<file path="src/rtl/drate_pkg.sv">
package drate_pkg;

    localparam int unsigned DEF_MANT_W = 8;
    localparam int unsigned DEF_EXP_W  = 4;
    localparam int unsigned DEF_ACC_W  = 28;

    typedef enum logic [0:0] {
        ST_IDLE = 1'b0,
        ST_RUN  = 1'b1
    } drate_state_e;

endpackage

</file>
<file path="src/rtl/drate_incr.sv">
module drate_incr #(
    parameter int unsigned MANT_W = drate_pkg::DEF_MANT_W,
    parameter int unsigned EXP_W  = drate_pkg::DEF_EXP_W,
    parameter int unsigned ACC_W  = drate_pkg::DEF_ACC_W
) (
    input  logic [MANT_W-1:0] mant_i,
    input  logic [EXP_W-1:0]  expo_i,
    output logic [ACC_W-1:0]  incr_o
);
    // Widest increment: mantissa with its implied one, shifted by the top exponent.
    localparam int unsigned BASE_W = MANT_W + 1;
    localparam int unsigned MAX_SH = (1 << EXP_W) - 1;
    localparam int unsigned INC_W  = BASE_W + MAX_SH;

    logic [BASE_W-1:0] base;
    logic [INC_W-1:0]  shifted;

    always_comb begin
        base    = {1'b1, mant_i};
        shifted = INC_W'(base) << expo_i;
    end

    generate
        if (INC_W <= ACC_W) begin : g_fit
            assign incr_o = ACC_W'(shifted);
        end else begin : g_trunc
            assign incr_o = shifted[ACC_W-1:0];
        end
    endgenerate

endmodule

</file>
<file path="src/rtl/drate_accum.sv">
module drate_accum #(
    parameter int unsigned ACC_W = drate_pkg::DEF_ACC_W
) (
    input  logic             clk_i,
    input  logic             rst_ni,
    input  logic             step_i,
    input  logic [ACC_W-1:0] incr_i,
    output logic             carry_o
);
    logic [ACC_W-1:0] phase_q;
    logic [ACC_W:0]   sum;

    always_comb begin
        sum = {1'b0, phase_q} + {1'b0, incr_i};
    end

    always_ff @(posedge clk_i or negedge rst_ni) begin
        if (!rst_ni) begin
            phase_q <= '0;
            carry_o <= 1'b0;
        end else if (step_i) begin
            phase_q <= sum[ACC_W-1:0];
            carry_o <= sum[ACC_W];
        end else begin
            phase_q <= '0;
            carry_o <= 1'b0;
        end
    end

endmodule

</file>
<file path="src/rtl/drate_tick_gen.sv">
module drate_tick_gen
    import drate_pkg::*;
#(
    parameter int unsigned MANT_W = DEF_MANT_W,
    parameter int unsigned EXP_W  = DEF_EXP_W,
    parameter int unsigned ACC_W  = DEF_ACC_W
) (
    input  logic              clk_i,
    input  logic              rst_ni,
    input  logic              en_i,
    input  logic [MANT_W-1:0] mant_i,
    input  logic [EXP_W-1:0]  expo_i,
    output logic              tick_o
);
    drate_state_e state_q, state_d;
    logic [ACC_W-1:0] incr;
    logic             carry;

    // Next-state choice
    always_comb begin
        state_d = state_q;
        unique case (state_q)
            ST_IDLE: if (en_i)  state_d = ST_RUN;
            ST_RUN:  if (!en_i) state_d = ST_IDLE;
            default: state_d = ST_IDLE;
        endcase
    end

    // State register
    always_ff @(posedge clk_i or negedge rst_ni) begin
        if (!rst_ni) state_q <= ST_IDLE;
        else         state_q <= state_d;
    end

    // Outputs
    always_comb begin
        tick_o = 1'b0;
        unique case (state_q)
            ST_IDLE: tick_o = 1'b0;
            ST_RUN:  tick_o = carry;
            default: tick_o = 1'b0;
        endcase
    end

    drate_incr #(
        .MANT_W (MANT_W),
        .EXP_W  (EXP_W),
        .ACC_W  (ACC_W)
    ) i_incr (
        .mant_i (mant_i),
        .expo_i (expo_i),
        .incr_o (incr)
    );

    drate_accum #(
        .ACC_W (ACC_W)
    ) i_accum (
        .clk_i   (clk_i),
        .rst_ni  (rst_ni),
        .step_i  (en_i),
        .incr_i  (incr),
        .carry_o (carry)
    );

endmodule

</file>
<file path="config.mk">
export PLATFORM = sky130hd
export DESIGN_NAME = drate_tick_gen
export DESIGN_NICKNAME = d
export VERILOG_FILES = /design/src/rtl/drate_pkg.sv /design/src/rtl/drate_incr.sv /design/src/rtl/drate_accum.sv /design/src/rtl/drate_tick_gen.sv
export SDC_FILE = /design/constraint.sdc
export NUM_CORES = 1
export LEC_CHECK = 0
export BUFFER_PORTS_ARGS = -buffer_cell sky130_fd_sc_hd__buf_2
export CAP_MARGIN = 25
export CORE_ASPECT_RATIO = 1.5
export CORE_MARGIN = 1.5
export CORE_UTILIZATION = 50
export DETAILED_ROUTE_END_ITERATION = 7
export HOLD_SLACK_MARGIN = 0.06
export PLACE_DENSITY = 0.72
export SLEW_MARGIN = 5
export SYNTH_ARGS = -nofsm -noshare
export SYNTH_HDL_FRONTEND = slang
export SYNTH_SLANG_ARGS = --single-unit
</file>
<file path="constraint.sdc">
create_clock -name clk_i -period 5.35 [get_ports clk_i]
set_input_delay 0.535 -clock clk_i [delete_from_list [all_inputs] [get_ports clk_i]]
set_output_delay 0.535 -clock clk_i [all_outputs]
set_load 0.1 [all_outputs]
</file>
* Word-level counts from Yosys, hierarchy flattened *
Cells that the tools add are included.

word-level totals
  word-level logic and storage cells = 10
  register bits = 30
  bits of input ports = 15

operators by class
  shift-type cells = 1
  multiplexer cells = 4
  bitwise operators = 1
  $add $sub $neg = 1

operator list
  operator        count
  $add 28x24->29  1
  $mux 28         1
  $shl 9x4->24    1
  $mux 1          2
  $pmux 1 s2      1
  $not 1->1       1

* Longest topological paths before layout *
  depth in word-level cells = 3
  mapped depth = 17
  gate-level depth less buffers = 15

* Hierarchy *
A second synthesis with hierarchy kept.

unflattened totals
  cells, all modules = 370
  area total of the unflattened synthesis = 3,060.4 sq um

modules (own cells, without submodules)
  module          times used  cells an instance  sequential area each (sq um)  area an instance (sq um)
  drate_accum     1           274                725.7                         2,412.3
  drate_incr      1           94                 0.0                           616.8
  drate_tick_gen  1           2                  25.0                          31.3

* Least setup slack after synthesis *
Ideal clock, no wire load.

  path kind = input to register
  start point = in expo_i[1]
  end point = reg i_accum.phase_q[26]
  library setup time = 87 ps
  setup slack = 2,041 ps
  data required time = 5,263 ps
  stages on the path = 15
  arrival = 3,222 ps
  path buffers = 2
  cell sequence = buf_2 > mux2_2 > o21ai_0 > mux2i_1 > nand2_1 > o21ai_0 > ha_1 > buf_6 > a21o_1 > a31o_1 > a211o_1 > a41o_1 > a31oi_1 > nand4b_1 > o211ai_1

on the way
  word-level cells in the longest chain between the ends = 3

RTL lines
  item                  RTL line              source
  from (decl)           drate_tick_gen.sv:12  input logic [EXP_W-1:0] expo_i,
  $shl 9x4->24          drate_incr.sv:20      shifted = INC_W'(base) << expo_i;
  $add 28x24->29        drate_accum.sv:14     sum = {1'b0, phase_q} + {1'b0, incr_i};
  $mux 28               drate_accum.sv:21     end else if (step_i) begin
  to (signal assigned)  drate_accum.sv:22     phase_q <= sum[ACC_W-1:0];
  to (decl)             drate_accum.sv:10     logic [ACC_W-1:0] phase_q;

No other way between the ends.

* Worst setup path in the final report *
  start point = in expo_i[1]
  end point = reg i_accum.phase_q[27]

The elaborated chain is that of the path after synthesis.

==> metrics <==
largest net degree at the start of global routing=38; count of cell types in the netlist=50; vias per inst=6.061; clock transition at the registers of the reported paths=0.06 ns; Post-synth EDFFs=0; synthesized area=2826 um2; worst vdd ir=0.1213 mV; hold_buf cts=0; Fmax=286.5 MHz; # nets final=395; Initial Util=51.86%; max cap viols=0; gr usage total=24.79%; crit path DAT=3.65 ns; WP buf/inv=2; Post-CTS Repair Setup Buffers=0; syn avg cell area=8.122 um2; status=finished, final reports clean; Max Buffers Root-to-Sink=2; fin crit share=65.24%; Crit-path slowest cell=o31ai_1; drt first pass iters=4; CP endpoint kind=register; sequential area share after synthesis=26.56%; LEAKAGE=1.490 nW; ys async rst share=100.0%; Critical Path Source Type=input pin; core area=5450 um2; Routed Antenna Nets=0; die width=64.39 um; final setup vio count=0; Hold Fails Final Rpt=0; Crit path required time=5.51 ns; CTS Sinks=30; vias in the first global route=2558; slew margin rel.=52.16%; die extent in y=95.09 um; Synth Instances=348; Critical Path Fanout Max=11; Synth Area in Compound Gates=22.84%; worst stage delay on the critical path=0.49 ns; adder-cell share of the synthesized area=11.33%; Area growth, synth to finish=5.578%; Final GP Congestion=0.9070; P per Cell Area=263.7 nW/um2; DR iter-0 viols=182; top-count cell post-synth=nand2_1; Synth area leader=dfrtp_1; Via Count=2576; clk_lat worst skew=0.28 ns; largest family of logic cells by synthesized area=simple AND/OR/NAND/NOR gates; Yosys reg bits=30; Finished Core Util=54.75%; # resized after CTS=0; worst path cell trace=buf_2 > inv_1 > o31ai_1 > nor2_1 > a21oi_1 > o22ai_1 > ha_1 > and3_1 > nand2_1 > a21oi_1 > o21ai_1 > nand4_1 > o211a_2 > mux2_1; HP Class=input pin to asynchronous set/reset pin; final WL=7007 um; clk root buf=clkbuf_8; Port-buffer cells=15; post-synth top area share=26.56%; cts bufs inserted=5; CP most frequent cell=a21oi_1; WS Path Type=input pin to register; ant diodes=0; GRT Residual Overflow=0; TNS Setup=0 ns; Final Skew=0.005106 ns; CTS tree=done; post-synthesis simple-gate area fraction=24.61%; Post-Synth XOR/XNOR Area=5.578%; Die Area=6123 um2; worst-margin pin slew=0.7176 ns; Final min period=3.490 ns; share of cells above drive strength 1=7.887%; Most used DFF post-synth=dfrtp_1; mux cell area share after synthesis=5.135%; RSZ-0062 raised after global routing=no; final slew viol count=0; row count=33; HPWL Detailed=5344 um; Synth Net Count=388; global-route wire length before repair=11870 um; WL/cell=16.49 um; warnings from Yosys=0; drt drc=0; initial antenna violation count=0; synth cell count leaders=nand2_1, dfrtp_1, ha_1, o21ai_0, and2_1; CTS H-tree depth=2; Top delay family on crit path=compound AO/OA/AOI/OAI gates; synth top area cells=dfrtp_1, ha_1, nand2_1; Ports=16
flip-flops by register name, summed over array words and instances (netlist names):
signal / cells
i_accum.phase_q: 28
state_q: 1
i_accum.carry_o: 1
layout make-up:
type | instances | area, um2
Timing Repair Buffer | 15 | 75.07
Sequential cell | 30 | 750.7
Inverter | 8 | 30.03
Clock buffer | 7 | 76.32
Tap cell | 70 | 87.58
Multi-Input combinational cell | 295 | 1964
Fill cell | 534 | 2466
stage by stage:
step                setup slack, ns  hold WS [ns]  cells  instance area, um2  power, mW
detailed placement            1.630        0.5635    418                2908     0.6145
finish                        1.860        0.3052    425                2984     0.7870
CTS                           1.919        0.3374    425                2984     0.7898
floorplan                     2.041        0.2394    348                2826     0.5459
global route                  1.561        0.3712    425                2984     0.8435
global placement              1.682        0.5554    418                2908     0.6050
path summary, 6_finish.rpt:
kind / from / end / slack [ns] / cells after the start
max in group asynchronous: rst_ni / i_accum.phase_q[16] / 4.58 / 1
min reg2reg: i_accum.phase_q[25] / i_accum.phase_q[25] / 0.57 / 2
min: rst_ni / i_accum.phase_q[12] / 0.31 / 1
max reg2reg: i_accum.phase_q[0] / i_accum.phase_q[24] / 2.93 / 9
max: expo_i[1] / i_accum.phase_q[27] / 1.86 / 14
min in group clk_i: i_accum.phase_q[25] / i_accum.phase_q[25] / 0.57 / 2
power breakdown:
| part | internal (mW) | switching (mW) |
|---|---|---|
| Sequential | 0.260 | 0.0126 |
| Combinational | 0.138 | 0.206 |
| Clock | 0.0894 | 0.0817 |
| Total | 0.487 | 0.300 |
layout by cell type (no fill, tap or decap), types with 2 or more instances in the layout:
| cell type | instances |
|---|---|
| clkbuf_8 | 5 |
| nor3b_1 | 2 |
| and2_1 | 23 |
| o31a_1 | 2 |
| nor2_1 | 18 |
| o21ai_0 | 24 |
| xor2_1 | 9 |
| xnor2_1 | 9 |
| a21o_1 | 10 |
| a31oi_1 | 11 |
| nor2b_1 | 11 |
| nand2b_1 | 10 |
| o21ai_1 | 4 |
| mux2_2 | 3 |
| and3_1 | 5 |
| dfrtp_1 | 30 |
| o211ai_1 | 4 |
| a211oi_1 | 4 |
| nand2_1 | 40 |
| nand4_1 | 6 |
| buf_2 | 15 |
| inv_1 | 8 |
| o31ai_1 | 2 |
| o22ai_1 | 4 |
| a211o_1 | 2 |
| ha_1 | 24 |
| nor3_1 | 9 |
| nand3_1 | 7 |
| a21oi_1 | 22 |
| clkbuf_1 | 2 |
| o21a_1 | 3 |
| mux2i_1 | 10 |
per-layer routing:
metal	wire, um	GRT usage, %	part of all wire (%)
met1	2763	27.04	39
met2	3774	45.57	54
met3	191	3.424	2.7
met4	277	14.01	4.0
met5	0	0	0
kinds of logic after synthesis:
group	after synthesis
buf+inv	23
mux	14
xor+xnor	18
flops	30
simple gates	136
compound gates	102
fa+ha+maj	25
Note: power is estimated with default switching activity, not from simulation.
